<file path="src/rtl/cgmt_pkg.sv">
package cgmt_pkg;

  typedef enum logic [1:0] {
    ST_RUN    = 2'd0,
    ST_DRAIN  = 2'd1,
    ST_SELECT = 2'd2,
    ST_REFILL = 2'd3
  } swState_t;

  // strobes from control to datapath
  typedef struct packed {
    logic saveMissPc;  // switch triggered: park stall address for active thread
    logic advancePc;   // fetch consumed an instruction of active thread
    logic takePick;    // commit the selected thread as active
  } swStrobe_t;

endpackage

</file>
<file path="src/rtl/cgmt_pick.sv">
module cgmt_pick #(
  parameter int NUM_THREADS = 4,
  parameter int TW = 2
) (
  input  logic [NUM_THREADS-1:0] readyVec,
  input  logic [TW-1:0]          excludeId,
  output logic                   pickValid,
  output logic [TW-1:0]          pickId
);

  logic [NUM_THREADS-1:0] candVec;

  for (genvar g = 0; g < NUM_THREADS; g++) begin : gCand
    assign candVec[g] = readyVec[g] && (excludeId != TW'(g));
  end

  // lowest index wins: scan from the top so the last hit is the smallest
  always_comb begin
    pickValid = 1'b0;
    pickId    = '0;
    for (int i = NUM_THREADS - 1; i >= 0; i--) begin
      if (candVec[i]) begin
        pickValid = 1'b1;
        pickId    = TW'(i);
      end
    end
  end

endmodule

</file>
<file path="src/rtl/cgmt_ctrl.sv">
module cgmt_ctrl
  import cgmt_pkg::*;
#(
  parameter int REFILL_CYCLES = 5,
  localparam int CW = $clog2(REFILL_CYCLES + 1)
) (
  input  logic      clk,
  input  logic      rstN,
  input  logic      stallValid,
  input  logic      stallHitsActive,
  input  logic      pipeEmpty,
  input  logic      pickValid,
  input  logic      fetchTake,
  output swStrobe_t strobe,
  output logic      fetchEn,
  output logic      flushReq,
  output logic      refillBusy
);

  swState_t stateQ;
  logic [CW-1:0] refillCnt;
  logic trigger;

  assign trigger = (stateQ == ST_RUN) && stallValid && stallHitsActive;

  always_ff @(posedge clk) begin
    if (!rstN) begin
      stateQ    <= ST_RUN;
      refillCnt <= '0;
    end else begin
      unique case (stateQ)
        ST_RUN: begin
          if (trigger) stateQ <= ST_DRAIN;
        end
        ST_DRAIN: begin
          if (pipeEmpty) stateQ <= ST_SELECT;
        end
        ST_SELECT: begin
          if (pickValid) begin
            stateQ    <= ST_REFILL;
            refillCnt <= CW'(REFILL_CYCLES - 1);
          end
        end
        ST_REFILL: begin
          if (refillCnt == '0) stateQ <= ST_RUN;
          else                 refillCnt <= refillCnt - 1'b1;
        end
        default: stateQ <= ST_RUN;
      endcase
    end
  end

  assign fetchEn    = (stateQ == ST_RUN) || (stateQ == ST_REFILL);
  assign flushReq   = (stateQ == ST_DRAIN);
  assign refillBusy = (stateQ == ST_REFILL);

  always_comb begin
    strobe.saveMissPc = trigger;
    strobe.advancePc  = fetchEn && fetchTake && !trigger;
    strobe.takePick   = (stateQ == ST_SELECT) && pickValid;
  end

endmodule

</file>
<file path="src/rtl/cgmt_dpath.sv">
module cgmt_dpath
  import cgmt_pkg::*;
#(
  parameter int NUM_THREADS = 4,
  parameter int TW = 2,
  parameter int PC_WIDTH = 32,
  parameter int INSTR_BYTES = 4,
  parameter int unsigned PC_BASE = 0,
  parameter int unsigned PC_STRIDE = 4096
) (
  input  logic                clk,
  input  logic                rstN,
  input  swStrobe_t           strobe,
  input  logic                stallValid,
  input  logic [TW-1:0]       stallThread,
  input  logic [PC_WIDTH-1:0] stallPc,
  input  logic                returnValid,
  input  logic [TW-1:0]       returnThread,
  output logic [TW-1:0]       activeThread,
  output logic [PC_WIDTH-1:0] fetchPc,
  output logic                stallHitsActive,
  output logic                pickValid
);

  logic [NUM_THREADS-1:0] readyQ;
  logic [PC_WIDTH-1:0]    pcQ [NUM_THREADS];
  logic [TW-1:0]          activeQ;
  logic [TW-1:0]          pickId;

  // readiness: stall clears, return sets, stall wins a tie
  always_ff @(posedge clk) begin
    if (!rstN) begin
      readyQ <= '1;
    end else begin
      for (int i = 0; i < NUM_THREADS; i++) begin
        if (stallValid && (stallThread == TW'(i)))
          readyQ[i] <= 1'b0;
        else if (returnValid && (returnThread == TW'(i)))
          readyQ[i] <= 1'b1;
      end
    end
  end

  // per-thread fetch address
  always_ff @(posedge clk) begin
    if (!rstN) begin
      for (int i = 0; i < NUM_THREADS; i++)
        pcQ[i] <= PC_WIDTH'(PC_BASE + PC_STRIDE * i);
    end else begin
      for (int i = 0; i < NUM_THREADS; i++) begin
        if (activeQ == TW'(i)) begin
          if (strobe.saveMissPc)
            pcQ[i] <= stallPc;
          else if (strobe.advancePc)
            pcQ[i] <= pcQ[i] + PC_WIDTH'(INSTR_BYTES);
        end
      end
    end
  end

  always_ff @(posedge clk) begin
    if (!rstN)                activeQ <= '0;
    else if (strobe.takePick) activeQ <= pickId;
  end

  cgmt_pick #(
    .NUM_THREADS(NUM_THREADS),
    .TW         (TW)
  ) uPick (
    .readyVec (readyQ),
    .excludeId(activeQ),
    .pickValid(pickValid),
    .pickId   (pickId)
  );

  assign activeThread    = activeQ;
  assign fetchPc         = pcQ[activeQ];
  assign stallHitsActive = (stallThread == activeQ);

endmodule

</file>
<file path="src/rtl/cgmt_switch_ctrl.sv">
module cgmt_switch_ctrl
  import cgmt_pkg::*;
#(
  parameter int NUM_THREADS = 4,
  parameter int REFILL_CYCLES = 5,
  parameter int PC_WIDTH = 32,
  parameter int INSTR_BYTES = 4,
  parameter int unsigned PC_BASE = 0,
  parameter int unsigned PC_STRIDE = 4096,
  localparam int TW = (NUM_THREADS > 1) ? $clog2(NUM_THREADS) : 1
) (
  input  logic                clk,
  input  logic                rstN,
  input  logic                stallValid,
  input  logic [TW-1:0]       stallThread,
  input  logic [PC_WIDTH-1:0] stallPc,
  input  logic                returnValid,
  input  logic [TW-1:0]       returnThread,
  input  logic                pipeEmpty,
  input  logic                fetchTake,
  output logic [TW-1:0]       activeThread,
  output logic                flushReq,
  output logic                fetchEn,
  output logic                refillBusy,
  output logic [PC_WIDTH-1:0] fetchPc
);

  swStrobe_t strobe;
  logic stallHitsActive;
  logic pickValid;

  cgmt_ctrl #(
    .REFILL_CYCLES(REFILL_CYCLES)
  ) uCtrl (
    .clk            (clk),
    .rstN           (rstN),
    .stallValid     (stallValid),
    .stallHitsActive(stallHitsActive),
    .pipeEmpty      (pipeEmpty),
    .pickValid      (pickValid),
    .fetchTake      (fetchTake),
    .strobe         (strobe),
    .fetchEn        (fetchEn),
    .flushReq       (flushReq),
    .refillBusy     (refillBusy)
  );

  cgmt_dpath #(
    .NUM_THREADS(NUM_THREADS),
    .TW         (TW),
    .PC_WIDTH   (PC_WIDTH),
    .INSTR_BYTES(INSTR_BYTES),
    .PC_BASE    (PC_BASE),
    .PC_STRIDE  (PC_STRIDE)
  ) uDpath (
    .clk            (clk),
    .rstN           (rstN),
    .strobe         (strobe),
    .stallValid     (stallValid),
    .stallThread    (stallThread),
    .stallPc        (stallPc),
    .returnValid    (returnValid),
    .returnThread   (returnThread),
    .activeThread   (activeThread),
    .fetchPc        (fetchPc),
    .stallHitsActive(stallHitsActive),
    .pickValid      (pickValid)
  );

endmodule

</file>
<file path="config.mk">
export PLATFORM = sky130hd
export DESIGN_NAME = cgmt_switch_ctrl
export DESIGN_NICKNAME = d
export VERILOG_FILES = /design/src/rtl/cgmt_pkg.sv /design/src/rtl/cgmt_pick.sv /design/src/rtl/cgmt_ctrl.sv /design/src/rtl/cgmt_dpath.sv /design/src/rtl/cgmt_switch_ctrl.sv
export SDC_FILE = /design/constraint.sdc
export NUM_CORES = 1
export LEC_CHECK = 0
export BUFFER_PORTS_ARGS = -buffer_cell sky130_fd_sc_hd__buf_2
export CAP_MARGIN = 15
export CORE_ASPECT_RATIO = 0.7
export CORE_MARGIN = 2
export CORE_UTILIZATION = 61
export CTS_CLUSTER_SIZE = 25
export DETAILED_ROUTE_END_ITERATION = 16
export GPL_TIMING_DRIVEN = 0
export PLACE_DENSITY = 0.81
export SKIP_LAST_GASP = 1
export SYNTH_ARGS = -nofsm -noshare
export SYNTH_HDL_FRONTEND = slang
export SYNTH_SLANG_ARGS = --single-unit
</file>
<file path="constraint.sdc">
create_clock -name clk -period 3.5 [get_ports clk]
set_clock_uncertainty 0.05 [all_clocks]
set_input_delay 0.525 -clock clk [delete_from_list [all_inputs] [get_ports clk]]
set_output_delay 0.525 -clock clk [all_outputs]
set_load 0.005 [all_outputs]
</file>
# Word-level counts from Yosys, hierarchy flattened
# Memory sizes are Yosys's and may differ from the RTL's. A register that Yosys moved wholly into a read port is not among the register bits.
# Cells that the tools add are included.
dict set report word_totals {
  ram_bits 128
  register_bits 11
  wordCells 136
  memories 1
  in_bits 42
  output_inout_bits 37
}
# memory depth word_bits read_ports rd_ports_with_merged_regs write_ports line
set mem_list {}
lappend mem_list {uDpath.pcQ 4 32 5 1 4 cgmt_dpath.sv:26} ;# logic [PC_WIDTH-1:0] pcQ [NUM_THREADS];
dict set report classes {
  n_bitwise 8
  reduce_logical 32
  add_sub_neg 5
  eq_ne 21
  n_mux 62
}
# op n
set op_table {}
lappend op_table {{$mux 32} 8}
lappend op_table {{$add 32x3->32 const B} 4}
lappend op_table {{$mux 1} 40}
lappend op_table {{$mux 2} 10}
lappend op_table {{$logic_and 1x1->1} 17}
lappend op_table {{$eq 2x2->1 const B} 8}
lappend op_table {{$reduce_bool 2->1} 6}
lappend op_table {{$eq 2x1->1 const B} 4}
lappend op_table {{$logic_not 2->1} 4}
lappend op_table {{$ne 2x1->1 const B} 4}
lappend op_table {{$ne 2x2->1 const B} 4}
lappend op_table {{$or 1x1->1} 8}
lappend op_table {{$pmux 2 s4} 1}
lappend op_table {{$mux 3} 2}
lappend op_table {{$pmux 3 s2} 1}
lappend op_table {{$reduce_and 4->1} 1}
lappend op_table {{$logic_not 3->1} 1}
lappend op_table {{$reduce_and 3->1} 1}
lappend op_table {{$sub 3x1->3 const B} 1}
lappend op_table {{$eq 2x2->1} 1}
lappend op_table {{$logic_not 1->1} 1}
lappend op_table {{$logic_or 1x1->1} 1}

# Logic depth before layout (Yosys ltp)
dict set report logic_depth {
  word_depth 11
  depth_mapped 10
}

# Modules after synthesis
# Synthesis repeated with hierarchy kept, for this count alone.
dict set report hier_totals {
  hier_cells 913
  area_unflattened_um2 9238.9
}
# mod cells_each area_each_um2 instances
set by_module_without_submodules {}
lappend by_module_without_submodules {cgmt_dpath 850 8713.4 1}
lappend by_module_without_submodules {cgmt_ctrl 46 414.1 1}
lappend by_module_without_submodules {cgmt_pick 17 111.4 1}

# Worst setup path after synthesis
# OpenSTA, ideal clock, no wires.
dict set report synth_timing {
  kind {input to register}
  startpoint {in stallThread[0]}
  endpoint {mem uDpath.pcQ[2][10] (enable)}
  stages 7
  setup_ns 0.543
  path_buffers 2
  t_required_ns 2.907
  arrival_time_ns 2.218
  setup_slack_ns 0.689
  path_cell_list {xor2_1 nor3_2 nor3_4 nand2_1 buf_2 buf_2 nand3_1}
}
# item line
set synth_rtl {}
lappend synth_rtl {{start: declaration} cgmt_switch_ctrl.sv:15} ;# input logic [TW-1:0] stallThread,
lappend synth_rtl {{end: declaration} cgmt_dpath.sv:26}

==> results.txt <==
----------------------------------------------------
[Place]
  Worst setup timing slack at the placement stage ... 103.9 ps
  DPL Wire Length ... 19960 um
  Number of I/O port buffers ... 77
  Final weighted congestion of routability-driven global placement ... 0.9472

[CTS]
  Clock latency on the worst-skew pair ... 430 ps
  Clock-pin slew on the worst setup and hold paths ... 60 ps
  H-tree depth ... 4
  TritonCTS clock tree ... yes
  Root Driver ... sky130_fd_sc_hd__clkbuf_16
  CTS Hold Buffers Added ... 0
  Clk sinks ... 141
  Postcts setup bufs ... 0
  Number of CTS-inserted buffers ... 17
  Clock Tree Buf Depth ... 2
  Quantity of gates resized following cts ... 0

[Timing]
  Pins over their slew limit ... 0
  Endpoints failing hold ... 0
  Worst slew pin tran ... 810.4 ps
  Final min period ... 3337 ps
  Part of the cycle the worst path needs ... 0.9534
  Final-report setup violation count ... 0
  RSZ-0062 raised after global routing ... false
  Slack of the critical path ... 163.1 ps
  Max-Slew Margin vs Limit ... 0.4582
  FMAX ... 299.7 MHz

[Synthesis]
  Synth top area share ... 0.4247
  Cell taking the most area after synthesis ... sky130_fd_sc_hd__edfxtp_1
  Synthesis-stage register bit count ... 141
  Post-Synthesis Cells ... 890
  Sequential share of the synthesized area ... 0.4535
  Count of flip-flops with a built-in enable after synthesis ... 128
  Number of warnings printed during yosys synthesis ... 0
  Post-Synthesis Net Count ... 943
  Share of synthesized flip-flops with an asynchronous set or reset ... 0
  Most instantiated flip-flop cell in the synthesis netlist ... sky130_fd_sc_hd__edfxtp_1
  Synth Cell Area ... 9050 um^2
  Number of distinct library cell variants in the gate-level netlist after synthesis ... 54
  Dominant cells by area after synthesis ... sky130_fd_sc_hd__edfxtp_1 (42%), sky130_fd_sc_hd__mux4_2 (8.0%), sky130_fd_sc_hd__xor2_1 (7.5%), sky130_fd_sc_hd__nand2_1 (6.6%), sky130_fd_sc_hd__o21ai_0 (5.5%)
  Mean post-synth cell area ... 10.17 um^2

[Routing]
  Final antenna-violating net count ... 0
  Number of DRC markers after the initial detailed-route iteration ... 1359
  Total iterations of the first detailed-routing run ... 6
  Total vias in the final route ... 7961
  WL per Instance ... 22.48 um
  Final routed DRC violation total ... 0
  Sum of routed wire length over all layers ... 26910 um
  Per-cell via count in the routed design ... 6.651

[Job]
  Number of maximum-capacitance violations ... 0

[GRT]
  Total routing usage reported by global routing ... 0.3504
  Residual overflow from global routing ... 0
  Largest net degree at the start of global routing ... 20
  Global-route wire length before repair ... 41190 um
  Number of global-route vias before repair ... 7281
  Antenna violations before repair ... 0

[Finish]
  Share of final-layout standard cells stronger than drive strength 1 ... 0.1786
  Synth-to-Final Area Change ... 15.25%
  Antenna cells ... 0
  Number of nets in the layout ... 1043

[Power and ir drop]
  Internal power consumption ... 0.004035 W
  Logic pwr share ... 0.228
  P_leak ... 3.582 nW
  Pwr per Cell Area ... 553.7 nW/um^2
  Maximum vdd ir drop ... 0.0003005 V
  Switching power ... 0.001740 W
  Seq pwr share ... 0.415
  Final Total Pwr ... 0.005776 W
  Clock power share ... 0.357
  Fraction of power spent switching nets ... 0.3013

[Floorplanning]
  Total Die Area ... 15840 um^2
  Standard-cell rows ... 37
  Ports ... 79
  Width of the die ... 149.6 um
  Die height ... 105.9 um
  Area inside the core boundary ... 14580 um^2
  Starting Density ... 0.6206

[Setup path]
  Family with the most delay on the worst path ... simple AND/OR/NAND/NOR gates
  CP required ... 3580 ps
  Category of the worst setup path capture point ... register
  Worst setup path category ... reg2reg
  Critical path's slowest cell ... sky130_fd_sc_hd__nand3_1
  CP Cell Sequence ... inv_1, ha_1, nor3_4, nand3_2, clkbuf_1, nand3_1, buf_8
  Worst setup SP type ... register
  Combined buffer and inverter count along the critical path ... 3
  Maximum fanout along the worst path ... 16
  Highest cell delay on the worst timing path ... 700 ps
  Worst EP arrival ... 3410 ps

[Outcome]
  Result of the run ... completed

[Hold path]
  Hold/Removal Path Class ... in2reg

----------------------------------------------------
-- state kept, by name, summed over array words and instances (netlist names), named ones only --
name                 flops
uCtrl.refillCnt          3
uCtrl.stateQ             2
uDpath.activeThread      2
uDpath.pcQ             128
uDpath.readyQ            4
-- cells in the final DEF, fill, tap and decap left out, drive strengths merged, types with 7 or more instances in the layout --
cell / n
inv: 21
nor2: 27
xor2: 78
mux4: 32
nor3: 22
ha: 11
dfxtp: 13
nand2: 158
and4: 15
a21oi: 7
o21ai: 110
clkbuf: 42
o22ai: 10
xnor2: 36
buf: 106
nor4: 15
edfxtp: 128
nand4: 42
and3: 18
and2: 12
nand3: 50
-- power by group through the flow --
stage	Clock, W	Sequential [W]	Combinational (W)
final	0.00206	0.00240	0.00132
after floorplan	0	0.00226	0.000832
after detailed placement	0	0.00239	0.00130
after CTS	0.00205	0.00236	0.00131
after global routing	0.00212	0.00240	0.00141
after global placement	0	0.00239	0.00123
-- stage by stage --
| stage | area [um^2] | cells | util | hold slack (ps) | TNS (ps) |
|---|---|---|---|---|---|
| 6_report | 10430 | 1197 | 0.7152 | 345.2 | 0 |
| 5_1_grt | 10430 | 1197 | 0.7152 | 361.4 | 0 |
| 4_1_cts | 10430 | 1197 | 0.7152 | 343.4 | 0 |
| 3_5_place_dp | 9777 | 1166 | 0.6704 | 427.2 | 0 |
| 3_3_place_gp | 9679 | 1162 | 0.6637 | 412.5 | -15340 |
| 2_1_floorplan | 9050 | 890 | - | 401.6 | 0 |
-- routing by layer --
| metal | GRT usage | vias to the layer above | part of all wire |
|---|---|---|---|
| met4 | 0.1027 | 0 | 0.022 |
| met1 | 0.5126 | 3764 | 0.38 |
| met2 | 0.4925 | 617 | 0.42 |
| met5 | 0 | - | 0 |
| li1 | - | 3511 | - |
| met3 | 0.1249 | 69 | 0.18 |
-- cell type report --
cell class / instances / area [um^2]
buffer: 47 / 214.0
multi-input combinational: 681 / 4653
tap: 195 / 244.0
clock buffer: 20 / 436.7
timing repair buffer: 81 / 483.0
fill: 1030 / 4153
sequential: 141 / 4104
inverter: 21 / 78.83
clock inverter: 11 / 216.5
-- cell families (layout without fill, tap and decap cells) --
logic type	count (synthesis)	count (layout)	synth area share
adder cells (fa/ha/maj)	11	11	0.01521
AND/OR/NAND/NOR	375	375	0.2149
AO/OA/AOI/OAI	146	146	0.09083
XOR/XNOR	114	114	0.1103
buffers and inverters	68	180	0.03235
multiplexers	35	35	0.08295
flip-flops	141	141	0.4535
-- path summary, 6_finish.rpt --
path | slack, ps | from | endpoint | cells after the start
setup / recovery | 160 | uCtrl.stateQ[0] | uDpath.pcQ[3][13] | 7
hold / removal | 350 | stallPc[0] | uDpath.pcQ[3][0] | 2
hold reg to reg | 430 | uCtrl.refillCnt[1] | uCtrl.refillCnt[1] | 2
setup reg to reg | 160 | uCtrl.stateQ[0] | uDpath.pcQ[3][13] | 7
-- synthesized netlist by cell type, drive strengths merged, types with 2 or more instances --
library cell and count:
and3 18, inv 21, clkbuf 22, edfxtp 128
o22a 3, ha 11, a31oi 2, nor2 27
mux4 32, buf 25, o21ai 110, nor2b 3
nor4 15, xnor2 36, and4 15, and2 12
nand2 158, mux2i 3, a2bb2oi 2, nor3 22
xor2 78, a22o 3, nand3 50, o22ai 10
dfxtp 13, or3 4, a32o 3, nand4 42
a21oi 7, or4 2
(Power assumes the default switching activity.)
